`src/rtl/slot_takeover_pkg.sv`:
```
package slot_takeover_pkg;

    typedef enum logic [2:0] {
        TK_IDLE,
        TK_REQUEST,
        TK_SEIZE,
        TK_OWNED,
        TK_FAULT
    } tk_state_e;

    typedef enum logic [1:0] {
        ARB_IDLE,
        ARB_GRANT,
        ARB_DRAIN
    } arb_state_e;

endpackage

```
`src/rtl/slot_sync.sv`:
```
module slot_sync #(
    parameter int              WIDTH     = 1,
    parameter int              STAGES    = 2,
    parameter logic [WIDTH-1:0] RESET_VAL = '1
) (
    input  logic             clk,
    input  logic             rst_n,
    input  logic [WIDTH-1:0] async_i,
    output logic [WIDTH-1:0] sync_o
);

    logic [STAGES-1:0][WIDTH-1:0] chain_q;

    always_ff @(posedge clk or negedge rst_n) begin
        if (!rst_n) begin
            for (int i = 0; i < STAGES; i++) begin
                chain_q[i] <= RESET_VAL;
            end
        end else begin
            for (int i = STAGES - 1; i > 0; i--) begin
                chain_q[i] <= chain_q[i-1];
            end
            chain_q[0] <= async_i;
        end
    end

    assign sync_o = chain_q[STAGES-1];

endmodule

```
`src/rtl/slot_takeover_fsm.sv`:
```
module slot_takeover_fsm
    import slot_takeover_pkg::*;
#(
    parameter int TIMEOUT_CYCLES = 1024
) (
    input  logic clk,
    input  logic rst_n,
    input  logic takeover_en_i,
    input  logic release_i,
    input  logic cpu_gnt_i,
    input  logic arb_idle_i,
    output logic slot_req_o,
    output logic own_o,
    output logic owner_o,
    output logic fault_o
);

    localparam int CNT_W = (TIMEOUT_CYCLES > 2) ? $clog2(TIMEOUT_CYCLES) : 1;
    localparam logic [CNT_W-1:0] CNT_LAST = CNT_W'(TIMEOUT_CYCLES - 1);

    tk_state_e        state_q, state_d;
    logic [CNT_W-1:0] wait_cnt_q;

    // State register and request timer
    always_ff @(posedge clk or negedge rst_n) begin
        if (!rst_n) begin
            state_q    <= TK_IDLE;
            wait_cnt_q <= '0;
        end else begin
            state_q <= state_d;
            if (state_q == TK_REQUEST) begin
                wait_cnt_q <= wait_cnt_q + 1'b1;
            end else begin
                wait_cnt_q <= '0;
            end
        end
    end

    // Transitions
    always_comb begin
        state_d = state_q;
        unique case (state_q)
            TK_IDLE: begin
                if (takeover_en_i) state_d = TK_REQUEST;
            end
            TK_REQUEST: begin
                if (cpu_gnt_i)                    state_d = TK_SEIZE;
                else if (wait_cnt_q == CNT_LAST)  state_d = TK_FAULT;
            end
            TK_SEIZE: begin
                state_d = TK_OWNED;
            end
            TK_OWNED: begin
                if (release_i && arb_idle_i) state_d = TK_IDLE;
            end
            TK_FAULT: begin
                if (!takeover_en_i) state_d = TK_IDLE;
            end
            default: state_d = TK_IDLE;
        endcase
    end

    // Outputs (Moore)
    always_comb begin
        slot_req_o = 1'b0;
        own_o      = 1'b0;
        owner_o    = 1'b0;
        fault_o    = 1'b0;
        unique case (state_q)
            TK_IDLE: ;
            TK_REQUEST: begin
                slot_req_o = 1'b1;
            end
            TK_SEIZE: begin
                slot_req_o = 1'b1;
                own_o      = 1'b1;
            end
            TK_OWNED: begin
                own_o   = 1'b1;
                owner_o = 1'b1;
            end
            TK_FAULT: begin
                fault_o = 1'b1;
            end
            default: ;
        endcase
    end

    // the request is only dropped once ownership is held (or on timeout)
    p_own_before_drop_r3: assert property (@(posedge clk) disable iff (!rst_n)
        $fell(slot_req_o) |-> (own_o || fault_o));

    // ownership persists while no release is asked for
    p_own_held_r4: assert property (@(posedge clk) disable iff (!rst_n)
        (own_o && !release_i) |=> own_o);

    // ownership only ends when no grant was in progress
    p_release_clean_r9: assert property (@(posedge clk) disable iff (!rst_n)
        $fell(own_o) |-> $past(arb_idle_i));

endmodule

```
`src/rtl/slot_sys_arbiter.sv`:
```
module slot_sys_arbiter
    import slot_takeover_pkg::*;
(
    input  logic clk,
    input  logic rst_n,
    input  logic owner_i,
    input  logic hold_i,
    input  logic busy_i,
    input  logic br_i,
    input  logic ack_i,
    output logic gnt_o,
    output logic idle_o
);

    arb_state_e state_q, state_d;

    always_ff @(posedge clk or negedge rst_n) begin
        if (!rst_n) begin
            state_q <= ARB_IDLE;
        end else begin
            state_q <= state_d;
        end
    end

    always_comb begin
        state_d = state_q;
        unique case (state_q)
            ARB_IDLE: begin
                if (owner_i && br_i && !busy_i && !hold_i) state_d = ARB_GRANT;
            end
            ARB_GRANT: begin
                if (ack_i) state_d = ARB_DRAIN;
            end
            ARB_DRAIN: begin
                if (!ack_i) state_d = ARB_IDLE;
            end
            default: state_d = ARB_IDLE;
        endcase
    end

    always_comb begin
        gnt_o  = 1'b0;
        idle_o = 1'b0;
        unique case (state_q)
            ARB_IDLE:  idle_o = 1'b1;
            ARB_GRANT: gnt_o  = 1'b1;
            ARB_DRAIN: ;
            default:   idle_o = 1'b1;
        endcase
    end

    // a grant never starts while the card is busy or not the owner
    p_grant_when_free_r7: assert property (@(posedge clk) disable iff (!rst_n)
        $rose(gnt_o) |-> (!$past(busy_i) && owner_i));

    // grant held until acknowledged
    p_grant_held_r8: assert property (@(posedge clk) disable iff (!rst_n)
        (gnt_o && !ack_i) |=> gnt_o);

    // grant only removed after an acknowledge
    p_grant_drop_on_ack_r8: assert property (@(posedge clk) disable iff (!rst_n)
        $fell(gnt_o) |-> $past(ack_i));

    // no grant without ownership
    p_grant_needs_owner_r5: assert property (@(posedge clk) disable iff (!rst_n)
        !owner_i |-> !gnt_o);

endmodule

```
`src/rtl/slot_takeover_ctrl.sv`:
```
module slot_takeover_ctrl
    import slot_takeover_pkg::*;
#(
    parameter int TIMEOUT_CYCLES = 1024,
    parameter int SYNC_STAGES    = 2
) (
    input  logic clk,
    input  logic rst_n,
    input  logic takeover_en,
    input  logic release_req,
    input  logic local_busy,
    output logic slot_req_n,
    input  logic cpu_gnt_n,
    output logic own_n,
    input  logic sys_br_n,
    input  logic sys_bgack_n,
    output logic sys_bg_n,
    output logic sys_bg_oe,
    output logic timeout_err
);

    localparam int ASYNC_W = 3;

    logic [ASYNC_W-1:0] async_raw;
    logic [ASYNC_W-1:0] async_sync;
    logic cpu_gnt_s, sys_br_s, sys_ack_s;
    logic slot_req, own, owner, fault;
    logic arb_gnt, arb_idle;

    assign async_raw = {cpu_gnt_n, sys_br_n, sys_bgack_n};

    slot_sync #(
        .WIDTH     (ASYNC_W),
        .STAGES    (SYNC_STAGES),
        .RESET_VAL ('1)
    ) u_sync (
        .clk     (clk),
        .rst_n   (rst_n),
        .async_i (async_raw),
        .sync_o  (async_sync)
    );

    assign cpu_gnt_s = ~async_sync[2];
    assign sys_br_s  = ~async_sync[1];
    assign sys_ack_s = ~async_sync[0];

    slot_takeover_fsm #(
        .TIMEOUT_CYCLES (TIMEOUT_CYCLES)
    ) u_fsm (
        .clk           (clk),
        .rst_n         (rst_n),
        .takeover_en_i (takeover_en),
        .release_i     (release_req),
        .cpu_gnt_i     (cpu_gnt_s),
        .arb_idle_i    (arb_idle),
        .slot_req_o    (slot_req),
        .own_o         (own),
        .owner_o       (owner),
        .fault_o       (fault)
    );

    slot_sys_arbiter u_arb (
        .clk     (clk),
        .rst_n   (rst_n),
        .owner_i (owner),
        .hold_i  (release_req),
        .busy_i  (local_busy),
        .br_i    (sys_br_s),
        .ack_i   (sys_ack_s),
        .gnt_o   (arb_gnt),
        .idle_o  (arb_idle)
    );

    assign slot_req_n  = ~slot_req;
    assign own_n       = ~own;
    assign sys_bg_oe   = own;
    assign sys_bg_n    = ~arb_gnt;
    assign timeout_err = fault;

    // the grant pin shows inactive whenever it is not driven
    p_undriven_inactive_r5: assert property (@(posedge clk) disable iff (!rst_n)
        !sys_bg_oe |-> sys_bg_n);

    // an error leaves neither request nor ownership asserted
    p_fault_quiet_r10: assert property (@(posedge clk) disable iff (!rst_n)
        timeout_err |-> (slot_req_n && own_n));

endmodule

```
`config.mk`:
```
export PLATFORM = sky130hd
export DESIGN_NAME = slot_takeover_ctrl
export DESIGN_NICKNAME = d
export VERILOG_FILES = /design/src/rtl/slot_takeover_pkg.sv /design/src/rtl/slot_sync.sv /design/src/rtl/slot_takeover_fsm.sv /design/src/rtl/slot_sys_arbiter.sv /design/src/rtl/slot_takeover_ctrl.sv
export SDC_FILE = /design/constraint.sdc
export NUM_CORES = 1
export LEC_CHECK = 0
export ABC_CLOCK_PERIOD_IN_PS = 4000
export CAP_MARGIN = 40
export CORE_AREA = 4 4 54 56
export DETAILED_ROUTE_END_ITERATION = 10
export DIE_AREA = 0 0 58 60
export GPL_TIMING_DRIVEN = 0
export HOLD_SLACK_MARGIN = 0.15
export PLACE_DENSITY = 0.65
export SYNTH_ARGS = -nofsm -noshare
export SYNTH_HDL_FRONTEND = slang
export SYNTH_HIERARCHICAL = 1
export SYNTH_SLANG_ARGS = --single-unit
```
`constraint.sdc`:
```
create_clock -name clk -period 4 [get_ports clk]
set_input_delay 1 -clock clk [delete_from_list [all_inputs] [get_ports clk]]
set_output_delay 1 -clock clk [all_outputs]
set_load 0.05 [all_outputs]
```
# Word level (Yosys, flattened, before mapping)
# Cells that the tools add are included.
[totals]
in_bits = 8
reg_bits = 21
[op_classes]
n_reduce_logical = 13
muxes = 17
addsub = 1
n_eq_ne = 14
bitwise_logic = 4
[op_table]
columns = ["op", "count"]
rows = [
  ["2-to-1 mux 3 bit", 5],
  ["case mux 3 bit (5 select lines)", 1],
  ["adder 10 x 1 -> 10 bit (second input constant)", 1],
  ["== test 10 bit (second input constant)", 1],
  ["2-to-1 mux 10 bit", 1],
  ["inequality test 2 bit (second input constant)", 4],
  ["== test 3 x 2 -> 1 bit (second input constant)", 2],
  ["2-to-1 mux 1 bit", 6],
  ["2-to-1 mux 2 bit", 3],
  ["case mux 2 bit (3 select lines)", 1],
  ["OR reduction 2 bit", 3],
  ["logical AND 1 bit", 4],
  ["inequality test 2 x 1 -> 1 bit (second input constant)", 2],
  ["inverter 1 bit", 4],
  ["AND reduction 4 bit", 1],
  ["== test 3 x 1 -> 1 bit (second input constant)", 1],
  ["== test 3 bit (second input constant)", 1],
  ["logical NOT 3 bit", 1],
  ["inequality test 3 bit (second input constant)", 1],
  ["AND reduction 3 bit", 1],
  ["== test 2 x 1 -> 1 bit (second input constant)", 1],
  ["== test 2 bit (second input constant)", 1],
  ["logical NOT 1 bit", 2],
  ["logical NOT 2 bit", 1],
]

# Longest topological paths before layout
[depth]
word_depth = 7
depth_mapped = 7
ltp_nobuf = 7

# Cells and area by module
# The synthesis kept the hierarchy.
[by_module_without_submodules]
columns = ["mod", "instances", "area_per_inst_um2", "cells_each"]
rows = [
  ["slot_takeover_fsm", 1, 658.1, 68],
  ["slot_sys_arbiter", 1, 181.4, 15],
  ["slot_sync", 1, 180.2, 9],
  ["slot_takeover_ctrl", 1, 22.5, 6],
]

# Worst setup path after synthesis
# OpenSTA, ideal clock, no wires.
[synth_timing]
kind = "register to output"
from = "register u_fsm.state_q[2]"
to = "output own_n"
setup_slack_ps = 1306
path_stages_with_launch = 4
arrival_time_ps = 1694
cell_sequence = "dfrtp_1 > buf_2 > nor2b_1 > inv_1"
[synth_via]
elab_chain_cells = 4
elab_cells_between_ends = 5
cone_classes = "2 x eq/ne; 1 x mux; 1 x bitwise; 1 x reduce/logical"
[synth_lines]
columns = ["item", "line", "text"]
rows = [
  ["from (decl)", "slot_takeover_fsm.sv:21", "tk_state_e state_q, state_d;"],
  ["from (signal assigned)", "slot_takeover_fsm.sv:30", "state_q <= state_d;"],
  ["== test 3 x 2 -> 1 bit", "slot_takeover_fsm.sv:69", "unique case (state_q)"],
  ["OR reduction 2 bit (no source line) *", "-", ""],
  ["2-to-1 mux 1 bit *", "slot_takeover_fsm.sv:69", ""],
  ["named net sys_bg_oe", "slot_takeover_ctrl.sv:18", "output logic sys_bg_oe,"],
  ["inverter 1 bit *", "slot_takeover_ctrl.sv:75", "assign own_n = ~own;"],
  ["to (decl)", "slot_takeover_ctrl.sv:14", "output logic own_n,"],
]
# The timed path passes the listed nets; every way through them passes the cells marked *.

# Final worst setup path
[layout_timing]
from = "register u_fsm.state_q[1]"
to = "output timeout_err"
[layout_via]
elab_chain_cells = 2
[layout_lines]
columns = ["item", "line", "text"]
rows = [
  ["== test 3 bit", "slot_takeover_fsm.sv:69", ""],
  ["2-to-1 mux 1 bit", "slot_takeover_fsm.sv:69", ""],
  ["to (decl)", "slot_takeover_ctrl.sv:19", "output logic timeout_err"],
]
# Every way passes these cells.

==> impl_results.md <==
- Setup violations, final: 0
- CP Cell Sequence: buf_6, nor2_1, and2_1, clkdlybuf4s50_1
- Clk_lat worst skew: around 290 ps
- DP HPWL: between 1000 and 1500 um
- Fmax: 351 MHz
- Max Slew Vio Count: 0
- Vias in the first global route: roughly 690
- DRC violations left: 0
- Yosys warnings: 6
- Arrival @ worst endpoint: approximately 1900 ps
- Post-synthesis sequential area ratio: 0.511
- Setup_tns: 0 ps
- Worst-path clk slew: about 100 ps
- Initial core utilization: 0.428
- Largest net degree at the start of global routing: 16
- Pwr/cell area: approximately 600 mW/mm^2
- Hold crit path type: reg -> reg
- Status: finished clean
- R2R Path End: u_arb/state_q[1]
- Drt wl/cell: approximately 11 um
- # resized after CTS: 0
- Clk sinks: 21
- Hold path cells: 0
- FF-to-FF path depth: 5
- Drt initial violations: 13
- Fill count: between 200 and 250
- Crit end category: output port
- Count of different cell masters after synthesis: 28
- Via count: about 690
- Critical Path Stages: 4
- Die H: 60 um
- Syn nets: ~110
- GRT Overall Usage: 0.105
- Final Total Pwr: 733 uW
- H-tree Lvls: 1
- Static leakage: between 0.0005 and 0.0006 uW
- EDFF count, synth: 0
- RSZ-0062 raised after global routing: no
- Vias/cell: 4.74
- Most common flop cell mapped by yosys: dfrtp_1
- Port bufs: 12
- Min Clock Period, post-route: 2850 ps
- Clk Tree Root Cell: clkbuf_4
- Slew headroom: 0.671
- Clock buffer depth: 2
- CTS tree: done
- Die span in x: just under 60 um
- Worst Min Path Start: u_sync/chain_q[0]
- FF-to-FF setup slack: between 2000 and 2500 ps
- Post-Synthesis Cell Area: 0.00104 sq mm
- Worst vdd ir: about 0.00050 V
- Worst-path fanout max: 8
- Global route overflow: 0
- Cell count after synthesis: between 90 and 100
- Post-CTS Hold Fix Bufs: 0
- Crit path required time: 3000 ps
- Area growth syn-to-layout: 19.1%
- Crit path max-delay cell type: clkdlybuf4s50_1
- Sw frac: 0.407
- IO Pins: 13
- Hold EP: u_sync/sync_o[0]
- Nets: 130
- DR pass1 iterations: 2
- Clk_skew: 2.71 ps
- Post-route clock period utilization: 0.712
- Initial antenna violation count: 0
- Crit path launch type: register
- Final hold vios: 0
- Least-Margin Pin Slew: 492 ps
- Number of max-cap violations: 0
- Layout cells sized above 1: 0.165
- Die area: between 0.003 and 0.004 sq mm
- Buffers and inverters on the worst path: 2
- Switching pwr: 299 uW
- Gpl congestion: between 0.7 and 0.8
- Site Rows: 18
- Final WL: between 1500 and 2000 um
- Gate power share: 0.497
- First-pass GRT wire length: between 2000 and 3000 um
- Core area: between 0.002 and 0.0025 sq mm
- Mean Syn Cell Area: between 10 and 15 sq um
- Number of buffers created by CTS: 3
- Setup bufs post-CTS: 0
- Seq pwr share: 0.374
- Kind of critical path: reg -> out
- Seq cells post-synth: 21
- R2r startpoint: u_fsm/state_q[2]
- Internal power: 434 uW
- Largest delay contributor family on the critical path: buffers and inverters
- Number of antenna diodes: 0
- Final ANT Viol Nets: 0
- Ys async rst share: 1.00
- Clock share of power: 0.129
- Critical Path Max Stage Delay: about 790 ps
==> layer usage <==
layer  routed length (um)  vias to the layer above  GRT usage
met5                    0                        -          0
met4                   21                        0     0.0596
met3                   94                        2     0.0238
met2                  737                       11      0.176
met1                  683                      323      0.123
li1                     -                      351          -
==> cell families (layout without fill, tap and decap cells) <==
logic type	after synthesis	in the layout	share of synthesized area
xor gates and xnor gates	10	10	0.0840
AOI/OAI and AO/OA	7	7	0.0468
DFF	21	21	0.511
and+or+nand+nor	36	36	0.187
adders and majority gates	6	6	0.0720
muxes	2	2	0.0216
buffers and inverters	16	33	0.0768
==> cells in the final DEF (no fill, tap or decap), types with 4 or more instances in the layout <==
cell type	n
dfrtp_1	15
nor2_1	14
clkdlybuf4s50_1	12
inv_1	10
xor2_1	7
ha_1	6
dfstp_2	6
nand2_1	4
nand3_1	4
a21oi_1	4
==> per-stage QoR <==
stage               area [sq um]  instances   util  hold slack, ps  setup WS [ps]
detailed placement          1210        141  0.499             349           1470
global route                1240        145  0.510             369           1070
finish                      1240        145  0.510             362           1150
CTS                         1240        145  0.510             365           1130
floorplan                   1040         98      -             345           1310
global placement            1200        140  0.493             346           1480
==> worst max path at each step <==
stage | start | endpoint | slack [ps]
2_1_floorplan | u_fsm/state_q[2] | own_n | 1310
3_3_place_gp | u_fsm/state_q[1] | timeout_err | 1480
3_5_place_dp | u_fsm/state_q[1] | timeout_err | 1470
4_1_cts | u_fsm/state_q[1] | timeout_err | 1130
5_1_grt | u_fsm/state_q[1] | slot_req_n | 1070
6_report | u_fsm/state_q[1] | timeout_err | 1150
==> cells in the mapped netlist, types with 3 or more instances <==
cell type | number | area (sq um)
nand3_1 | 4 | 20.0
nand2_1 | 4 | 15.0
buf_4 | 3 | 22.5
ha_1 | 6 | 75.1
xnor2_1 | 3 | 26.3
nor2_1 | 14 | 52.6
inv_1 | 10 | 37.5
dfstp_2 | 6 | 158
and4_1 | 3 | 26.3
xor2_1 | 7 | 61.3
dfrtp_1 | 15 | 375
a21oi_1 | 4 | 20.0
==> power groups by stage <==
stage | clock network, uW | registers, uW | logic [uW]
finish | 94.4 | 274 | 364
global route | 111 | 282 | 403
CTS | 102 | 275 | 368
detailed placement | 0 | 279 | 367
global placement | 0 | 276 | 359
floorplan | 0 | 272 | 274
==> registers in the layout, summed over array words and instances, names as in the netlist <==
signal / cells
u_fsm/state_q: 3
u_fsm/wait_cnt_q: 10
u_arb/state_q: 2
u_sync/chain_q: 3
u_sync/sync_o: 3
==> area by class of cell <==
cell class                 instances  area (sq um)  area share
buffer                             6          42.5      0.0343
clock buffer                       4          26.3      0.0212
inverter                          10          37.5      0.0302
multi-input combinational         61           429       0.346
sequential                        21           533       0.429
tap                               30          37.5      0.0302
timing repair buffer              13           135       0.109
No activity file was read; power rests on OpenSTA's default activity.
